==> config.mk <==
export PLATFORM = sky130hd
export DESIGN_NAME = fdc_phase_status
export DESIGN_NICKNAME = d
export VERILOG_FILES = /design/src/rtl/fdc_pst_pkg.sv /design/src/rtl/fdc_pst_cmd_decode.sv /design/src/rtl/fdc_pst_ready_timer.sv /design/src/rtl/fdc_pst_drive_busy.sv /design/src/rtl/fdc_phase_status.sv
export SDC_FILE = /design/constraint.sdc
export NUM_CORES = 1
export LEC_CHECK = 0
export ABC_AREA = 1
export BUFFER_PORTS_ARGS = -buffer_cell sky130_fd_sc_hd__buf_2
export CORE_MARGIN = 10
export CORE_UTILIZATION = 57
export DETAILED_ROUTE_END_ITERATION = 8
export PLACE_DENSITY_LB_ADDON = 0.15
export SYNTH_ARGS = -nofsm -noshare
export SYNTH_HDL_FRONTEND = slang
export SYNTH_HIERARCHICAL = 1
export SYNTH_SLANG_ARGS = --single-unit
==> constraint.sdc <==
create_clock -name clk -period 3.12 [get_ports clk]
set_input_delay 0.156 -clock clk [delete_from_list [all_inputs] [get_ports clk]]
set_output_delay 0.156 -clock clk [all_outputs]
set_load 0.01 [all_outputs]
==> src/rtl/fdc_pst_pkg.sv <==
package fdc_pst_pkg;

   typedef enum logic [1:0] {
      PH_IDLE,
      PH_CMD,
      PH_EXEC,
      PH_RES
   } phase_e;

   typedef enum logic [2:0] {
      CK_SEEK,
      CK_RECAL,
      CK_SENSE,
      CK_XFER,
      CK_BAD
   } cmd_kind_e;

   localparam logic [7:0] OP_SEEK    = 8'h0F;
   localparam logic [7:0] OP_RECAL   = 8'h07;
   localparam logic [7:0] OP_SENSE   = 8'h08;
   localparam logic [4:0] OP_XFER_LO = 5'h06;

   localparam logic [7:0] RES_INVALID = 8'h80;

   localparam int DRV_W  = 2;
   localparam int SB_RQM = 7;
   localparam int SB_DIO = 6;
   localparam int SB_NDM = 5;
   localparam int SB_CB  = 4;

endpackage

==> src/rtl/fdc_pst_cmd_decode.sv <==
module fdc_pst_cmd_decode
   import fdc_pst_pkg::*;
#(
   parameter int CNT_W          = 4,
   parameter int XFER_CMD_BYTES = 9,
   parameter int XFER_RES_BYTES = 7
) (
   input  logic [7:0]       opcode,
   output cmd_kind_e        kind,
   output logic [CNT_W-1:0] n_cmd,
   output logic [CNT_W-1:0] n_res,
   output logic             has_exec
);

   if ((1 << CNT_W) <= XFER_CMD_BYTES || (1 << CNT_W) <= XFER_RES_BYTES) begin : g_bad_cnt
      $error("cmd_decode: CNT_W too narrow for the transfer byte counts");
   end

   always_comb begin
      kind     = CK_BAD;
      n_cmd    = CNT_W'(1);
      n_res    = CNT_W'(1);
      has_exec = 1'b0;
      if (opcode == OP_SEEK) begin
         kind  = CK_SEEK;
         n_cmd = CNT_W'(3);
         n_res = '0;
      end else if (opcode == OP_RECAL) begin
         kind  = CK_RECAL;
         n_cmd = CNT_W'(2);
         n_res = '0;
      end else if (opcode == OP_SENSE) begin
         kind  = CK_SENSE;
         n_cmd = CNT_W'(1);
         n_res = CNT_W'(2);
      end else if (opcode[4:0] == OP_XFER_LO) begin
         kind     = CK_XFER;
         n_cmd    = CNT_W'(XFER_CMD_BYTES);
         n_res    = CNT_W'(XFER_RES_BYTES);
         has_exec = 1'b1;
      end
   end

endmodule

==> src/rtl/fdc_pst_ready_timer.sv <==
module fdc_pst_ready_timer #(
   parameter int RDY_LAT = 2
) (
   input  logic clk,
   input  logic rst_n,
   input  logic load,
   output logic ready
);

   if (RDY_LAT < 0) begin : g_bad_lat
      $error("ready_timer: RDY_LAT must not be negative");
   end

   if (RDY_LAT == 0) begin : g_instant
      assign ready = 1'b1;
   end else begin : g_counted
      localparam int TW = $clog2(RDY_LAT + 1);
      logic [TW-1:0] hold_q;

      always_ff @(posedge clk or negedge rst_n) begin
         if (!rst_n)              hold_q <= '0;
         else if (load)           hold_q <= TW'(RDY_LAT);
         else if (hold_q != '0)   hold_q <= hold_q - 1'b1;
      end

      assign ready = (hold_q == '0);

      AST_READY_DROPS: assert property (@(posedge clk) disable iff (!rst_n)
         load |=> !ready);
   end

endmodule

==> src/rtl/fdc_pst_drive_busy.sv <==
module fdc_pst_drive_busy
   import fdc_pst_pkg::*;
#(
   parameter int NUM_DRIVES = 4
) (
   input  logic                  clk,
   input  logic                  rst_n,
   input  logic                  set_en,
   input  logic [DRV_W-1:0]      set_idx,
   input  logic                  clr_en,
   input  logic [DRV_W-1:0]      clr_idx,
   output logic [NUM_DRIVES-1:0] busy,
   output logic [DRV_W-1:0]      low_idx,
   output logic                  any_busy
);

   if (NUM_DRIVES < 1 || NUM_DRIVES > (1 << DRV_W)) begin : g_bad_drives
      $error("drive_busy: NUM_DRIVES out of range");
   end

   for (genvar g = 0; g < NUM_DRIVES; g++) begin : g_drv
      always_ff @(posedge clk or negedge rst_n) begin
         if (!rst_n)                                      busy[g] <= 1'b0;
         else if (set_en && set_idx == DRV_W'(g))         busy[g] <= 1'b1;
         else if (clr_en && clr_idx == DRV_W'(g))         busy[g] <= 1'b0;
      end

      AST_BUSY_CLEARED_BY_SENSE: assert property (@(posedge clk) disable iff (!rst_n)
         $fell(busy[g]) |-> $past(clr_en && clr_idx == DRV_W'(g)));
   end

   always_comb begin
      low_idx = '0;
      for (int i = NUM_DRIVES - 1; i >= 0; i--) begin
         if (busy[i]) low_idx = DRV_W'(i);
      end
   end

   assign any_busy = |busy;

endmodule

==> src/rtl/fdc_phase_status.sv <==
module fdc_phase_status
   import fdc_pst_pkg::*;
#(
   parameter int NUM_DRIVES     = 4,
   parameter int RDY_LAT        = 2,
   parameter int XFER_CMD_BYTES = 9,
   parameter int XFER_RES_BYTES = 7
) (
   input  logic       clk,
   input  logic       rst_n,
   input  logic       osc_stable,
   input  logic       dat_wr,
   input  logic [7:0] dat_wdata,
   input  logic       dat_rd,
   input  logic       exec_done,
   output logic [7:0] status,
   output logic [7:0] rd_data,
   output logic       irq,
   output logic       proto_err
);

   localparam int MAX_A = (XFER_CMD_BYTES > XFER_RES_BYTES) ? XFER_CMD_BYTES : XFER_RES_BYTES;
   localparam int MAX_B = (MAX_A > 3) ? MAX_A : 3;
   localparam int CNT_W = $clog2(MAX_B + 1);

   if (XFER_CMD_BYTES < 2 || XFER_RES_BYTES < 1) begin : g_bad_xfer
      $error("fdc_phase_status: transfer command needs >=2 bytes and >=1 result");
   end

   phase_e           phase_q;
   cmd_kind_e        kind_q, dec_kind;
   logic [CNT_W-1:0] cnt_q, ncmd_q, nres_q, dec_ncmd, dec_nres;
   logic             exec_q, dec_exec;
   logic [DRV_W-1:0] drv_q, rep_q, low_idx;
   logic             rep_v_q, any_busy;
   logic             osc_q, err_q, ready;
   logic [NUM_DRIVES-1:0] busy;
   logic [3:0]       busy4;
   logic             host_rqm, dio, acc_wr, acc_rd, bad_acc, last_cmd, last_res;
   logic             set_en, clr_en;
   logic [DRV_W-1:0] set_idx;
   logic [7:0]       status_raw;

   fdc_pst_cmd_decode #(
      .CNT_W(CNT_W), .XFER_CMD_BYTES(XFER_CMD_BYTES), .XFER_RES_BYTES(XFER_RES_BYTES)
   ) u_dec (
      .opcode(dat_wdata), .kind(dec_kind), .n_cmd(dec_ncmd), .n_res(dec_nres), .has_exec(dec_exec)
   );

   fdc_pst_ready_timer #(.RDY_LAT(RDY_LAT)) u_tmr (
      .clk(clk), .rst_n(rst_n), .load(acc_wr | acc_rd), .ready(ready)
   );

   fdc_pst_drive_busy #(.NUM_DRIVES(NUM_DRIVES)) u_busy (
      .clk(clk), .rst_n(rst_n),
      .set_en(set_en), .set_idx(set_idx),
      .clr_en(clr_en), .clr_idx(rep_q),
      .busy(busy), .low_idx(low_idx), .any_busy(any_busy)
   );

   // host-facing handshake
   assign dio      = (phase_q == PH_RES) || (phase_q == PH_EXEC);
   assign host_rqm = osc_q && ready && (phase_q != PH_EXEC);
   assign acc_wr   = dat_wr && !dat_rd && host_rqm && !dio;
   assign acc_rd   = dat_rd && !dat_wr && host_rqm && (phase_q == PH_RES);
   assign bad_acc  = (dat_wr || dat_rd) && !(acc_wr || acc_rd);
   assign irq      = (phase_q == PH_RES);

   assign last_cmd = ((cnt_q + 1'b1) == ncmd_q);
   assign last_res = ((cnt_q + 1'b1) == nres_q);

   // drive flag updates: drive byte is the second command byte
   assign set_en  = acc_wr && (phase_q == PH_CMD) && last_cmd &&
                    (kind_q == CK_SEEK || kind_q == CK_RECAL);
   assign set_idx = (cnt_q == CNT_W'(1)) ? dat_wdata[DRV_W-1:0] : drv_q;
   assign clr_en  = acc_rd && (kind_q == CK_SENSE) && (cnt_q == '0) && rep_v_q;

   always_ff @(posedge clk or negedge rst_n) begin
      if (!rst_n) begin
         osc_q <= 1'b0;
         err_q <= 1'b0;
      end else begin
         if (osc_stable) osc_q <= 1'b1;
         if (bad_acc)    err_q <= 1'b1;
      end
   end

   always_ff @(posedge clk or negedge rst_n) begin
      if (!rst_n) begin
         phase_q <= PH_IDLE;
         kind_q  <= CK_BAD;
         cnt_q   <= '0;
         ncmd_q  <= '0;
         nres_q  <= '0;
         exec_q  <= 1'b0;
         drv_q   <= '0;
         rep_q   <= '0;
         rep_v_q <= 1'b0;
      end else begin
         case (phase_q)
            PH_IDLE: if (acc_wr) begin
               kind_q <= dec_kind;
               ncmd_q <= dec_ncmd;
               nres_q <= dec_nres;
               exec_q <= dec_exec;
               if (dec_ncmd == CNT_W'(1)) begin
                  cnt_q   <= '0;
                  rep_q   <= low_idx;
                  rep_v_q <= any_busy;
                  phase_q <= dec_exec ? PH_EXEC : (dec_nres != '0) ? PH_RES : PH_IDLE;
               end else begin
                  cnt_q   <= CNT_W'(1);
                  phase_q <= PH_CMD;
               end
            end
            PH_CMD: if (acc_wr) begin
               if (cnt_q == CNT_W'(1)) drv_q <= dat_wdata[DRV_W-1:0];
               if (last_cmd) begin
                  cnt_q   <= '0;
                  phase_q <= exec_q ? PH_EXEC : (nres_q != '0) ? PH_RES : PH_IDLE;
               end else begin
                  cnt_q <= cnt_q + 1'b1;
               end
            end
            PH_EXEC: if (exec_done) begin
               cnt_q   <= '0;
               phase_q <= PH_RES;
            end
            PH_RES: if (acc_rd) begin
               if (last_res) begin
                  cnt_q   <= '0;
                  phase_q <= PH_IDLE;
               end else begin
                  cnt_q <= cnt_q + 1'b1;
               end
            end
            default: phase_q <= PH_IDLE;
         endcase
      end
   end

   always_comb begin
      rd_data = '0;
      if (phase_q == PH_RES) begin
         case (kind_q)
            CK_SENSE: if (cnt_q == '0) rd_data = rep_v_q ? {{(8-DRV_W){1'b0}}, rep_q} : RES_INVALID;
            CK_BAD:   rd_data = RES_INVALID;
            default:  rd_data = '0;
         endcase
      end
   end

   assign busy4 = 4'(busy);

   always_comb begin
      status_raw         = {4'b0000, busy4};
      status_raw[SB_RQM] = (phase_q == PH_EXEC) ? irq : host_rqm;
      status_raw[SB_DIO] = dio;
      status_raw[SB_NDM] = (phase_q == PH_EXEC);
      status_raw[SB_CB]  = (phase_q != PH_IDLE);
   end

   assign status    = osc_q ? status_raw : 8'h00;
   assign proto_err = err_q;

   AST_CB_AFTER_FIRST_BYTE: assert property (@(posedge clk) disable iff (!rst_n)
      (acc_wr && phase_q == PH_IDLE) |=> status[SB_CB]);

   AST_EXEC_RQM_IS_IRQ: assert property (@(posedge clk) disable iff (!rst_n)
      status[SB_NDM] |-> (status[SB_RQM] == irq));

   AST_ERR_STICKY: assert property (@(posedge clk) disable iff (!rst_n)
      proto_err |=> proto_err);

   AST_IDLE_EXEC_DONE_NO_MOVE: assert property (@(posedge clk) disable iff (!rst_n)
      (exec_done && phase_q == PH_IDLE && !dat_wr) |=> (phase_q == PH_IDLE));

endmodule

# == Yosys cells after proc, flatten, opt, wreduce, memory -nomap -nowiden ==
# Cells that the tools add are included.
# W data, S select, Z words.
# classes
n_div,0
eq_ne,27
add_sub_neg,2
bitwise,1
n_reduce_logical,52
n_shift,0
order_cmp,0
mul,0
mux,57
# op_table
op,count
$mux W4,13
$mux W2,18
$mux W8,4
$logic_and A1 B1 Y1,23
$eq A8 B4 Y1 const B,2
$pmux W4 S4,1
$pmux W8 S2,1
$mux W3,5
$mux W1,14
$reduce_bool A2 Y1,7
$eq A2 B2 Y1 const B,6
$ne A2 B2 Y1 const B,5
$eq A4 B1 Y1 const B,2
$eq A4 B4 Y1,2
$eq A8 B3 Y1 const B,1
$logic_not A2 Y1,4
$pmux W2 S4,1
$reduce_bool A4 Y1,2
$eq A2 B1 Y1 const B,3
$reduce_and A6 Y1,1
$eq A5 B3 Y1 const B,1
$add A4 B1 Y4 const B,1
$logic_not A1 Y1,4
$logic_not A4 Y1,1
12 further kinds,17
# word_totals
wordCells,155
rom_bits,0
latchBits,0
inputBits,14
ramBits,0
memories,0
ff_bits,31
output_inout_bits,18

# == Depth between registers and ports, before layout ==
# depth
ltp_word,11
depth_mapped,14
mapped_depth_nobuf,13

# == Cells and area by module ==
# The synthesis kept the hierarchy.
# modules_own_cells
mod,seq_area_each_um2,cells_each,instances,area_per_inst_um2
fdc_phase_status,626.9,235,1,1611.5
fdc_pst_drive_busy,100.1,32,1,216.5
fdc_pst_cmd_decode,0.0,38,1,196.4
fdc_pst_ready_timer,50.0,14,1,107.6

# == Worst setup path after synthesis ==
# Ideal clock, no wire load.
# synth_timing
path_kind,reg-to-reg
startpoint,register cnt_q[0]
endpoint,register u_busy.busy[0]
period_less_slack_ps,1865
stages_incl_launch_ff,10
setup_ps,66
n_path_buf,0
required_time_ps,3054
arrival_ps,1799
setup_slack_ps,1255
cell_sequence,dfrtp_1 > inv_1 > ha_1 > xnor2_1 > nand2_1 > nor2_1 > nand2_1 > nor4_1 > nand3_1 > nand2_1
# synth_between
elab_chain_cells,6
elab_cells_between_ends,14
classes_between,add/sub: 1; eq/ne: 2; mux: 2; reduce/logical: 9
# synth_lines
item,line,rtl
start: declaration,fdc_phase_status.sv:32,"logic [CNT_W-1:0] cnt_q, ncmd_q, nres_q, dec_ncmd, dec_nres;"
start signal: assignment,fdc_phase_status.sv:122,cnt_q <= cnt_q + 1'b1;
start signal: assignment,fdc_phase_status.sv:134,cnt_q <= cnt_q + 1'b1;
$add A4 B1 Y4 (*),fdc_phase_status.sv:69,assign last_cmd = ((cnt_q + 1'b1) == ncmd_q);
$eq A4 B4 Y1 (*),fdc_phase_status.sv:69,
$logic_and A1 B1 Y1 (*) (2 in series),fdc_phase_status.sv:73,assign set_en = acc_wr && (phase_q == PH_CMD) && last_cmd &&
named net set_en,fdc_phase_status.sv:40,"logic set_en, clr_en;"
$logic_and A1 B1 Y1 (*),fdc_pst_drive_busy.sv:24,else if (set_en && set_idx == DRV_W'(g)) busy[g] <= 1'b1;
$mux W1 or $reduce_bool A2 Y1 (tied branches),n/a,
end signal: indexed assignment,fdc_pst_drive_busy.sv:23,if (!rst_n) busy[g] <= 1'b0;
end signal: indexed assignment,fdc_pst_drive_busy.sv:24,
end signal: indexed assignment,fdc_pst_drive_busy.sv:25,else if (clr_en && clr_idx == DRV_W'(g)) busy[g] <= 1'b0;
end: declaration,fdc_pst_drive_busy.sv:12,"output logic [NUM_DRIVES-1:0] busy,"
# The timed path passes the listed nets; every way through them passes the cells marked *.
# A chain may end at the register's enable or synchronous reset.

# == Worst setup path in the final report ==
# layout_timing
startpoint,register cnt_q[0]
endpoint,register u_busy.busy[3]
# The elaborated chain is that of the path after synthesis.

==> out/results.ini <==
[run_status]
status=completed

[timing]
hold_viol=0
slew_viol_final=0
fin_skew_ns=0.002705
slew_headroom_pct=50.30
tightest_slew_ns=0.7387
setup_tns_ns=0
setup_violations=0
rsz0062_at_grt=no
max_freq_mhz=445.3
fin_crit_sh_pct=71.97
min_period_ns=2.246

[clock_tree]
cts_root_buf=clkbuf_8
path_clk_slew_ns=0.06
cts_inserted_buffers=5
cts.htree.levels=2
cts_setup_buffers=0
clock_sinks=31
clock_path_buffers=2
insertion_delay_ns=0.28
cts_tree=built

[setup_path]
criticalPathCategory=reg -> reg
rrSetupSlack_ns=0.87
required_ns=3.34
rr_worst_depth=9
end_kind=flop
worstPathArrival_ns=2.46
crit_fanout=7
start_kind=flop

[detailed_routing]
drt-total-wl_mm=4.342
via_per_inst=4.787
drt_pre_antenna_iters=4
routedWlPerCell_um=11.02
ant_nets=0
drc=0
drt_iter0_markers=116
num_vias=1886

[synthesis]
synthArstFlopShare_pct=100.0
synthFlopType=dfrtp_1
synth_warnings=6
synth_edf_count=0
syn_inst=319
ys_seq_area_share_pct=36.44
synth_cell_type_count=29
syn_avg_cell_area_um2=6.684
syn_area_mm2=0.002132
ys_ff_latch=31

[die]
dieArea_mm2=0.006587
coreArea_mm2=0.003633
die_h_um=81.16
initial_core_util_pct=58.68
fp.dieW_um=81.16
std_cell_rows=22
io_pins=32

[pwr]
power_density_mw_per_mm2=751.7
power.leakage_nw=1.358
ir_drop_mv=0.4492

[global_routing]
grt_use_total_pct=13.87
grt_pass1_wl_mm=7.383
antenna_found_initial=0
overflow=0
grt_pass1_vias=1738
grt_max_degree=32

[min_path]
hold_depth=2
hp-class=in -> reg

[placed_design]
port-buffer-count=26
gp_congestion=0.8984
dp_hpwl_mm=3.479
dp_cells=385

[layout]
drive_gt1_share_pct=15.90
final_cell_mix=nand2_1 (101), inv_1 (57), dfrtp_1 (30)
diodes=0
layout.nets=363
instances_no_fill=394
area_growth_pct=9.683
final_common_cell=nand2_1

[flow_run]
cap_violations=0

what timing repair did:
item                                    in CTS  in global routing
resized for setup                            0                  0
hold buffers                                 1                  0
endpoints found under the setup margin       0                  0
hold endpoints to repair                    30                  0
critical path, stage by stage (launching register included):
cell and delay (ns):
dfrtp_1 0.46, inv_1 0.14, ha_1 0.37, xnor2_1 0.15, nand2_1 0.06, nor2_1 0.09
nand2_1 0.10, nor4_1 0.58, nand3_1 0.14, nand2_1 0.10
layout make-up:
| type | instances | area, um^2 |
|---|---|---|
| fillers | 356 | 1295 |
| multi-input cells | 222 | 1052 |
| flip-flops and latches | 31 | 777.0 |
| inverters | 58 | 225.2 |
| repair buffers | 27 | 140.1 |
| clock buffers | 5 | 68.82 |
| well taps | 48 | 60.06 |
| clock inverters | 3 | 15.01 |
worst paths after layout:
check / start / to
min in group asynchronous: rst_n / cnt_q[1]
min reg2reg: proto_err / proto_err
max in group asynchronous: rst_n / drv_q[0]
max reg2reg: cnt_q[0] / u_busy/busy[3]
max: cnt_q[0] / u_busy/busy[3]
min: osc_stable / osc_q
state kept, by name, indices dropped and copies added, names as in the netlist, 2 cells and up:
register,cells
u_tmr/g_counted.hold_q,2
u_busy/busy,4
ncmd_q,4
rep_q,2
kind_q,3
cnt_q,4
drv_q,2
phase_q,2
nres_q,4
layer usage:
| metal | vias up | wire, um | track usage (%) |
|---|---|---|---|
| li1 | 1005 | - | - |
| met5 | - | 0 | 0 |
| met3 | 10 | 144 | 2.539 |
| met2 | 35 | 2163 | 23.65 |
| met4 | 0 | 80 | 6.055 |
| met1 | 836 | 1954 | 16.69 |
logic make-up (layout without fill, tap and decap cells):
group,after synthesis,count (layout),synth area share (%)
compound gates,22,22,5.575
buf+inv,71,93,15.08
flops,31,31,36.44
fa+ha+maj,4,4,2.348
xor+xnor,3,3,1.233
simple gates,186,186,38.97
other cells,2,7,0.3522
synthesized netlist by cell type, types with 3 or more instances:
cell type / instances / area [um^2]
o21ai_0: 15 / 75.07
nand3_1: 29 / 145.1
a21oi_1: 4 / 20.02
ha_1: 4 / 50.05
inv_1: 57 / 214.0
nand4_1: 5 / 31.28
buf_4: 10 / 75.07
nand2_1: 101 / 379.1
nor2_2: 5 / 31.28
nor2_4: 3 / 33.78
nor2_1: 29 / 108.9
nand2_2: 6 / 37.54
dfrtp_1: 30 / 750.7
power by group:
group / switching (W) / internal, W / total, W / leakage, nW
registers: 0.000111 / 0.000519 / 0.000630 / 0.391
clock network: 0.000147 / 0.000152 / 0.000299 / 0.0477
logic: 0.000529 / 0.000300 / 0.000829 / 0.919
total: 0.000786 / 0.000972 / 0.00176 / 1.36
through the flow:
| stage | instance area (um^2) | hold slack [ns] | total power (W) | worst slack (ns) | utilization (%) |
|---|---|---|---|---|---|
| after floorplan | 2151 | -0.1396 | 0.001259 | 1.255 | - |
| after global placement | 2245 | 0.2393 | 0.001444 | 1.021 | 61.78 |
| after detailed placement | 2245 | 0.2336 | 0.001460 | 0.9695 | 61.78 |
| after CTS | 2338 | 0.05291 | 0.001771 | 0.8753 | 64.36 |
| after global routing | 2338 | 0.06293 | 0.001949 | 0.6087 | 64.36 |
| final | 2338 | 0.05916 | 0.001758 | 0.8744 | 64.36 |
(Power assumes the default switching activity.)
